File: src/rtl/scan_host_pkg.sv
package scan_host_pkg;

  typedef enum logic [1:0] {
    CMD_NONE  = 2'b00,
    CMD_WRITE = 2'b01,
    CMD_READ  = 2'b10,
    CMD_BOTH  = 2'b11
  } scan_cmd_e;

  // strobes from the sequencer to the shift datapath
  typedef struct packed {
    logic loadImage;
    logic sampleBit;
    logic shiftBit;
    logic driveData;
  } dp_strobe_t;

endpackage

File: src/rtl/scan_host_dp.sv
module scan_host_dp
  import scan_host_pkg::*;
#(
  parameter int CHAIN_LEN = 12
) (
  input  logic                 clk,
  input  logic                 rst_n,
  input  dp_strobe_t           strobes,
  input  logic [CHAIN_LEN-1:0] writeImage,
  input  logic                 serialIn,
  output logic                 serialOut,
  output logic [CHAIN_LEN-1:0] readImage
);

  logic [CHAIN_LEN-1:0] shiftReg;
  logic [CHAIN_LEN-1:0] capReg;

  always_ff @(posedge clk or negedge rst_n) begin
    if (!rst_n) begin
      shiftReg <= '0;
      capReg   <= '0;
    end else if (strobes.loadImage) begin
      shiftReg <= writeImage;
      capReg   <= '0;
    end else begin
      if (strobes.sampleBit) capReg   <= {serialIn, capReg[CHAIN_LEN-1:1]};
      if (strobes.shiftBit)  shiftReg <= {1'b0, shiftReg[CHAIN_LEN-1:1]};
    end
  end

  assign serialOut = strobes.driveData & shiftReg[0];
  assign readImage = capReg;

endmodule

File: src/rtl/scan_host_ctrl.sv
module scan_host_ctrl
  import scan_host_pkg::*;
#(
  parameter int CHAIN_LEN = 12,
  parameter int CNT_W     = 8
) (
  input  logic             clk,
  input  logic             rst_n,
  input  logic             startReq,
  input  logic [1:0]       cmdSel,
  input  logic [CNT_W-1:0] pulseCycles,
  output dp_strobe_t       strobes,
  output logic             phiOut,
  output logic             phiBarOut,
  output logic             captureSel,
  output logic             commitOut,
  output logic             busy,
  output logic             done
);

  localparam int BIT_W = $clog2(CHAIN_LEN + 1);
  localparam logic [BIT_W-1:0] LAST_BIT = BIT_W'(CHAIN_LEN - 1);

  typedef enum logic [3:0] {
    ST_IDLE, ST_CAP_SETUP, ST_CAP_PHI_H, ST_CAP_PHI_L, ST_CAP_PHB_H, ST_CAP_PHB_L,
    ST_ROT_SETUP, ST_ROT_PHI_H, ST_ROT_PHI_L, ST_ROT_PHB_H, ST_ROT_PHB_L,
    ST_COM_H, ST_COM_L, ST_FINISH
  } state_e;

  state_e           state, nextState;
  logic [CNT_W-1:0] timer, tLen;
  logic [BIT_W-1:0] bitCnt;
  logic             doCommit;
  logic             accept, stepEnd, timed;

  assign accept  = (state == ST_IDLE) && startReq && (cmdSel != CMD_NONE);
  assign timed   = (state != ST_IDLE) && (state != ST_FINISH);
  assign stepEnd = (timer == tLen - CNT_W'(1));

  always_ff @(posedge clk or negedge rst_n) begin
    if (!rst_n) begin
      state    <= ST_IDLE;
      timer    <= '0;
      tLen     <= CNT_W'(1);
      bitCnt   <= '0;
      doCommit <= 1'b0;
    end else begin
      state <= nextState;
      if (accept) begin
        tLen     <= (pulseCycles == '0) ? CNT_W'(1) : pulseCycles;
        doCommit <= cmdSel[0];
        bitCnt   <= '0;
        timer    <= '0;
      end else if (timed) begin
        timer <= stepEnd ? '0 : timer + CNT_W'(1);
      end
      if (state == ST_ROT_PHB_L && stepEnd) bitCnt <= bitCnt + BIT_W'(1);
    end
  end

  always_comb begin
    nextState = state;
    case (state)
      ST_IDLE:      if (accept) nextState = cmdSel[1] ? ST_CAP_SETUP : ST_ROT_SETUP;
      ST_CAP_SETUP: if (stepEnd) nextState = ST_CAP_PHI_H;
      ST_CAP_PHI_H: if (stepEnd) nextState = ST_CAP_PHI_L;
      ST_CAP_PHI_L: if (stepEnd) nextState = ST_CAP_PHB_H;
      ST_CAP_PHB_H: if (stepEnd) nextState = ST_CAP_PHB_L;
      ST_CAP_PHB_L: if (stepEnd) nextState = ST_ROT_SETUP;
      ST_ROT_SETUP: if (stepEnd) nextState = ST_ROT_PHI_H;
      ST_ROT_PHI_H: if (stepEnd) nextState = ST_ROT_PHI_L;
      ST_ROT_PHI_L: if (stepEnd) nextState = ST_ROT_PHB_H;
      ST_ROT_PHB_H: if (stepEnd) nextState = ST_ROT_PHB_L;
      ST_ROT_PHB_L:
        if (stepEnd) begin
          if (bitCnt == LAST_BIT) nextState = doCommit ? ST_COM_H : ST_FINISH;
          else                    nextState = ST_ROT_SETUP;
        end
      ST_COM_H:     if (stepEnd) nextState = ST_COM_L;
      ST_COM_L:     if (stepEnd) nextState = ST_FINISH;
      ST_FINISH:    nextState = ST_IDLE;
      default:      nextState = ST_IDLE;
    endcase
  end

  assign phiOut     = (state == ST_CAP_PHI_H) || (state == ST_ROT_PHI_H);
  assign phiBarOut  = (state == ST_CAP_PHB_H) || (state == ST_ROT_PHB_H);
  assign captureSel = (state == ST_CAP_SETUP) || (state == ST_CAP_PHI_H) ||
                      (state == ST_CAP_PHI_L) || (state == ST_CAP_PHB_H) ||
                      (state == ST_CAP_PHB_L);
  assign commitOut  = (state == ST_COM_H);
  assign busy       = (state != ST_IDLE);
  assign done       = (state == ST_FINISH);

  assign strobes.loadImage = accept;
  assign strobes.sampleBit = (state == ST_ROT_SETUP) && stepEnd;
  assign strobes.shiftBit  = (state == ST_ROT_PHB_L) && stepEnd;
  assign strobes.driveData = (state == ST_ROT_SETUP) || (state == ST_ROT_PHI_H) ||
                             (state == ST_ROT_PHI_L) || (state == ST_ROT_PHB_H) ||
                             (state == ST_ROT_PHB_L);

endmodule

File: src/rtl/scan_host.sv
module scan_host
  import scan_host_pkg::*;
#(
  parameter int CHAIN_LEN = 12,
  parameter int CNT_W     = 8
) (
  input  logic                 clk,
  input  logic                 rst_n,
  input  logic                 startReq,
  input  logic [1:0]           cmdSel,
  input  logic [CHAIN_LEN-1:0] writeImage,
  input  logic [CNT_W-1:0]     pulseCycles,
  input  logic                 serialIn,
  output logic                 busy,
  output logic                 done,
  output logic [CHAIN_LEN-1:0] readImage,
  output logic                 phiOut,
  output logic                 phiBarOut,
  output logic                 serialOut,
  output logic                 captureSel,
  output logic                 commitOut
);

  dp_strobe_t strobes;

  scan_host_ctrl #(.CHAIN_LEN(CHAIN_LEN), .CNT_W(CNT_W)) u_ctrl (
    .clk        (clk),
    .rst_n      (rst_n),
    .startReq   (startReq),
    .cmdSel     (cmdSel),
    .pulseCycles(pulseCycles),
    .strobes    (strobes),
    .phiOut     (phiOut),
    .phiBarOut  (phiBarOut),
    .captureSel (captureSel),
    .commitOut  (commitOut),
    .busy       (busy),
    .done       (done)
  );

  scan_host_dp #(.CHAIN_LEN(CHAIN_LEN)) u_dp (
    .clk       (clk),
    .rst_n     (rst_n),
    .strobes   (strobes),
    .writeImage(writeImage),
    .serialIn  (serialIn),
    .serialOut (serialOut),
    .readImage (readImage)
  );

endmodule

File: config.mk
export PLATFORM = sky130hd
export DESIGN_NAME = scan_host
export DESIGN_NICKNAME = d
export VERILOG_FILES = /design/src/rtl/scan_host_pkg.sv /design/src/rtl/scan_host_dp.sv /design/src/rtl/scan_host_ctrl.sv /design/src/rtl/scan_host.sv
export SDC_FILE = /design/constraint.sdc
export NUM_CORES = 1
export LEC_CHECK = 0
export ABC_AREA = 1
export CAP_MARGIN = 5
export CELL_PAD_IN_SITES_DETAIL_PLACEMENT = 1
export CELL_PAD_IN_SITES_GLOBAL_PLACEMENT = 1
export CORE_UTILIZATION = 38
export DETAILED_ROUTE_END_ITERATION = 8
export PLACE_DENSITY_LB_ADDON = 0.2
export RECOVER_POWER = 100
export REMOVE_ABC_BUFFERS = 1
export SYNTH_ARGS = -nofsm -noshare
export SYNTH_HDL_FRONTEND = slang
export SYNTH_SLANG_ARGS = --single-unit
File: constraint.sdc
create_clock -name clk -period 2.9 [get_ports clk]
set_input_delay 0.58 -clock clk [delete_from_list [all_inputs] [get_ports clk]]
set_output_delay 0.58 -clock clk [all_outputs]
set_load 0.01 [all_outputs]
* Word-level counts from Yosys, hierarchy flattened
Cells that the tools add are included.
Storage, ports and cells: register bits 49, bits of input ports 26, output and inout bits 19, word-level logic and storage cells 90
Operators by class: add/sub/neg operators 3, equality and inequality tests 29, multiplexer cells 27, bitwise gates (word level) 1, reduce and logical (&&, ||, !) cells 23
Operators by type and width (number):
- 4-bit 2-to-1 mux | 16
- 4-bit case mux with 13 select lines | 1
- 12-bit 2-to-1 mux | 4
- 8-bit 2-to-1 mux | 4
- 4-bit == test (second input constant) | 7
- 2-bit by 1-bit inequality test with 1-bit output (second input constant) | 13
- 4-bit by 3-bit == test with 1-bit output (second input constant) | 4
- 13-bit AND reduction | 1
- 1-bit logical OR | 10
- 8-bit by 1-bit adder with 8-bit output (second input constant) | 1
- 4-bit by 2-bit == test with 1-bit output (second input constant) | 2
- 8-bit == test | 1
- 8-bit logical NOT | 1
- 2-bit nonzero test | 4
- 8-bit by 1-bit subtractor with 8-bit output (second input constant) | 1
- 3-bit 2-to-1 mux | 2
- 1-bit logical AND | 5
- 4-bit by 1-bit adder with 4-bit output (second input constant) | 1
- 4-bit by 1-bit == test with 1-bit output (second input constant) | 1
- 4-bit logical NOT | 1
- 4-bit inequality test (second input constant) | 1
- 4-bit nonzero test | 1
- 1-bit AND | 1

* Logic depth before layout (Yosys ltp)
depth in word-level cells 6, mapped depth 14, depth with buffers taken out 14

* Hierarchy
From an unflattened synthesis, not the netlist that was laid out.
Unflattened totals: cell total of the unflattened synthesis 377, area, all modules 2815.2 µm²
By module, submodules not included:
- scan_host_ctrl | instances 1, cells an instance 254, area an instance 1759.2 µm², seq. area each 626.9 µm²
- scan_host_dp | instances 1, cells an instance 123, area an instance 1056.0 µm², seq. area each 600.6 µm²

* Worst setup path after synthesis
Ideal clock, no wire load.
kind flip-flop to flip-flop, start point reg u_ctrl.tLen[0], end point reg u_ctrl.state[2], setup time 0.117 ns, data arrival time 1.979 ns, required time 2.783 ns, slack 0.804 ns, stages on the path, launching flop included 15, buffers on the path 0, clock period less this slack 2.096 ns, path through dfstp_2 -> inv_1 -> ha_1 -> nand2_1 -> inv_1 -> nor2_1 -> nand2_1 -> nor2_1 -> nand3_1 -> nor2_1 -> nand3_2 -> nand2_1 -> nand2_1 -> nand2_1 -> nand2_1
On the way: word-level cells in the longest chain between the ends 4, elaborated cells between the ends (all ways) 15, classes of those cells add/sub (1); eq/ne (13); reduce/logical (1)
RTL lines:
- from (decl) | line scan_host_ctrl.sv:31 | logic [CNT_W-1:0] timer, tLen;
- from (signal assigned) | line scan_host_ctrl.sv:50 | tLen <= (pulseCycles == '0) ? CNT_W'(1) : pulseCycles;
- 8-bit by 1-bit subtractor with 8-bit output * | line scan_host_ctrl.sv:38 | assign stepEnd = (timer == tLen - CNT_W'(1));
- 8-bit == test * | line scan_host_ctrl.sv:38
- 2-bit by 1-bit inequality test with 1-bit output (no line)
- 13-bit AND reduction (no line) *
- to (signal assigned) | line scan_host_ctrl.sv:48 | state <= nextState;
- to (decl) | line scan_host_ctrl.sv:30 | state_e state, nextState;
Mark *: on every way between the ends. The rest lies on a longest branch, timed or not. A chain may end at the register's enable or synchronous reset.

* Worst setup path in the final report
start point reg u_ctrl.state[2], end point out serialOut
On the way: word-level cells in the longest chain between the ends 6, elaborated cells between the ends (all ways) 10, classes of those cells eq/ne (5); bitwise (1); reduce/logical (4)
RTL lines:
- 4-bit by 3-bit == test with 1-bit output | line scan_host_ctrl.sv:98 | assign strobes.driveData = (state == ST_ROT_SETUP) || (state == ST_ROT_PHI_H) ||
- 1-bit logical OR (2 in series) | line scan_host_ctrl.sv:98
- 1-bit logical OR | line scan_host_ctrl.sv:99 | (state == ST_ROT_PHI_L) || (state == ST_ROT_PHB_H) ||
- 1-bit logical OR * | line scan_host_ctrl.sv:99
- 1-bit AND * | line scan_host_dp.sv:31 | assign serialOut = strobes.driveData & shiftReg[0];
- to (decl) | line scan_host.sv:19 | output logic serialOut,
Marks and branches as above.

==> impl_summary.md <==
Outcome
The run finished with clean final reports.

Logic synthesis
In the synthesized netlist the dominant register cell turns out to be dfrtp_1. The number of warning messages in the yosys log is 0. The most common cell in the synthesized netlist is nand2_1. By count the netlist is led by nand2_1 (187), inv_1 (62), dfrtp_1 (48), nand3_1 (37), nor2_1 (28). The cell taking the most area after synthesis is dfrtp_1.

Of all flip-flops after synthesis, the portion carrying an async set or reset was 100%. The count of unique library cells instantiated by Yosys is 26. The post-synth design cell area is 3000 um2. The sequential area share after synthesis is 40.9%. The number of enable flip-flop cells after synthesis is 0. The average instance in the mapped netlist occupies 6.74 um2.

The share of the synthesized area in the top cell type is 40.0%. The cell count after synthesis came out at 446. Yosys attributes the largest share of cell area to dfrtp_1 (40%), nand2_1 (23%), inv_1 (7.7%). The flip-flop and latch count after synthesis is 49.

STA
Hold timing on the final database bottoms out at a slack of 0.119 ns. The worst slew margin relative to its limit is 14.6%. The count of endpoints failing hold in the final timing report is 0.

The upper clock frequency limit is 375 MHz. Summed over all failing endpoints, the final setup total negative slack is 0 ns. The setup slack of the critical path after layout is 0.236 ns.

The number of max-slew violations in the final report is 0. The number of setup violations in the final report is 0. The time the final worst path needs with I/O delays and setup is 2.66 ns. Setup repair after global routing left no endpoint under its margin. Dividing the final minimum period by the clock period gives 91.9%. At the pin with the least slew margin, the transition time is 1.28 ns. On the final layout, the worst clock skew is 0.0108 ns.

Final layout
In the final design database the tool counted 520 nets. The area growth from synthesis to final layout is 21.7%. Of the cells placed in the final design, the portion with a size suffix greater than 1 is 3.25%. The final core area utilization is 47.6%. The repair_antennas step left the layout with diodes totalling 0. The filler cell count is 1047.

Route
Dividing the detail-routed via count by the number of cells gives 5.01. The total wirelength of the detailed-routed design is 8.01 mm. The detailed-route via count is 2974.

The number of remaining DRC errors is 0. The number of detailed-routing iterations run before antenna repair is 4. The remaining antenna violation count after routing is 0. After the first detailed-routing iteration, the DRC count stood at 107. The detail-routed net length per standard cell is 13.5 um.

Power
The combinational share of power is 52.3%. Of the total power, the share spent switching nets is 47.0%. The internal cell power is 1.87 mW. The leakage power is 2.11 nW. The clock network is responsible for 15.0% of the overall power. The switching power of the nets is 1.66 mW. Sequential cells burn 32.7% of the power.

The worst-case IR drop observed on VDD is 0.270 mV. In this run the power density over the cells is 966 nW/um2.

Clock network
The number of sinks handled by clock tree synthesis is 49. In this run the deepest clock path goes through 2 buffers. For the worst-skew pair, the clock arrives at the later sink with an insertion delay of 0.31 ns. Gates resized during post-CTS repair numbered 0.

The CTS tree is built. The clock-pin slew on the worst setup and hold paths is 0.09 ns. After clock tree synthesis, the flow added hold-fix buffers numbering 0. The TritonCTS buffer count is 5. The cell at the root of the clock tree is clkbuf_8.

The H-tree generated during clock tree synthesis spans 2 levels. In this run the post-CTS setup repair buffer count came out at 0.

Floorplan
Once the floorplan was initialized, standard cells occupied 39.1% of the core. The full die area is 8270 um2. In this run the horizontal extent of the chip is 90.9 um. The number of primary I/O pins is 45.

Row generation in the floorplan step produced 32 rows. After floorplanning, the core was sized to cover 7690 um2. The height of the chip is 90.9 um.

Global route
For this run, the total global-route usage over all layers was measured as 21.3%. The number of global-route vias before repair came to 3097. The number of antenna violations at the first check in global routing is 0. The first global-routing pass estimated 14.3 mm of wire. The largest net degree at the start of global routing is 24. Global routing finished with a remaining overflow of 0.

Hold path
The type of the worst min-delay path is in -> async.

Setup path
The register-to-register path setup slack is 0.36 ns. The kind of critical path is reg -> out. The endpoint required time on the critical path is 2.32 ns. STA classifies the critical path endpoint as an output pin. The endpoint arrival time on the critical path is 2.08 ns. The worst setup path is launched from a flip-flop.

The maximum fanout count along the critical path is 6.

Placement
The total of buffers placed on input and output ports is 44. Detailed placement finished with a half-perimeter wire length of 6.14 mm. The routability congestion estimate is 0.883. OpenSTA, run right after detailed placement, puts the worst setup slack at 0.421 ns.

Job
The number of violations of the max-capacitance limit is 0.
-- state kept, by name, summed over array words and instances, names as in the netlist --
signal and count:
u_dp.readImage 12, u_dp.shiftReg 12, u_ctrl.tLen 8, u_ctrl.timer 8
u_ctrl.bitCnt 4, u_ctrl.state 4, u_ctrl.doCommit 1
-- worst paths after layout --
check / endpoint / cells after the start / from
worst max-delay path: serialOut / 7 / u_ctrl.state[2]
worst min-delay path: u_ctrl.tLen[5] / 1 / rst_n
worst max register to register: u_ctrl.state[0] / 14 / u_ctrl.tLen[0]
worst min register to register: u_dp.readImage[0] / 2 / u_dp.readImage[0]
max in group asynchronous: u_dp.readImage[8] / 2 / rst_n
min in group clk: u_dp.readImage[0] / 2 / u_dp.readImage[0]
-- worst max-delay path, stage by stage (launching register included) --
cell,delay (ns)
dfrtp_1,0.45
inv_1,0.12
nor2_1,0.06
inv_1,0.15
nor2_1,0.06
a21oi_1,0.22
a31oi_1,0.11
dlygate4sd3_1,0.61
-- metrics by stage --
stage / cells / power [mW] / area [um2]
after detailed placement: 586 / 3.09 / 3570
after CTS: 594 / 3.64 / 3690
after global routing: 594 / 3.89 / 3660
final: 594 / 3.53 / 3660
after floorplan: 432 / 2.39 / 2940
after global placement: 586 / 3.01 / 3570
-- cells by family (layout without fill, tap and decap cells) --
kind of cell,Yosys count,count (layout),share of synthesized area [%]
and+or+nand+nor,277,277,39.2
buffers and inverters,77,123,10.0
DFF,49,49,40.9
AOI/OAI and AO/OA,27,27,4.96
xor gates and xnor gates,13,13,3.79
adders and majority gates,3,3,1.25
-- routing by layer --
metal  up-vias  routed length (um)  GRT usage [%]
li1       1482                   -              -
met1      1446                3780           27.9
met2        41                3950           37.0
met3         5                 220           3.45
met4         0                  61           4.23
met5         -                   0              0
-- power by group through the flow --
stage          Sequential (mW)  Clock, mW  Combinational (mW)
2_1_floorplan             1.13          0                1.26
6_report                  1.16      0.529                1.85
5_1_grt                   1.19      0.569                2.13
3_5_place_dp              1.17          0                1.92
4_1_cts                   1.16      0.544                1.94
3_3_place_gp              1.16          0                1.85
-- cell usage in the layout (no fill, tap or decap) --
| cell type | instances |
|---|---|
| clkdlybuf4s50_1 | 24 |
| xnor2_1 | 3 |
| nor3_1 | 2 |
| clkbuf_8 | 6 |
| nor3_2 | 1 |
| inv_1 | 62 |
| clkbuf_1 | 4 |
| ha_1 | 3 |
| clkinv_1 | 1 |
| a21oi_1 | 7 |
| nand4_1 | 18 |
| clkinvlp_4 | 1 |
| nand3_1 | 38 |
| xor2_1 | 10 |
| o22ai_1 | 1 |
| clkbuf_2 | 1 |
| o2111ai_1 | 3 |
| dfrtp_1 | 48 |
| dfstp_2 | 1 |
| nor4_1 | 1 |
| bufinv_16 | 1 |
| nand3b_1 | 1 |
| o21ai_0 | 15 |
| dlygate4sd3_1 | 19 |
| nand4_4 | 1 |
| buf_4 | 4 |
| nand2_1 | 187 |
| nor2_1 | 28 |
| a31oi_1 | 1 |
-- area by class of cell --
type / instances / area [um2] / share of cell area [%]
Multi-Input combinational cell: 320 / 1470 / 40.1
Sequential cell: 49 / 1230 / 33.6
Timing Repair Buffer: 52 / 480 / 13.1
Inverter: 63 / 236 / 6.47
Tap cell: 102 / 128 / 3.49
Clock buffer: 6 / 82.6 / 2.26
Clock inverter: 2 / 37.5 / 1.03
Note: power is estimated with default switching activity, not from simulation.
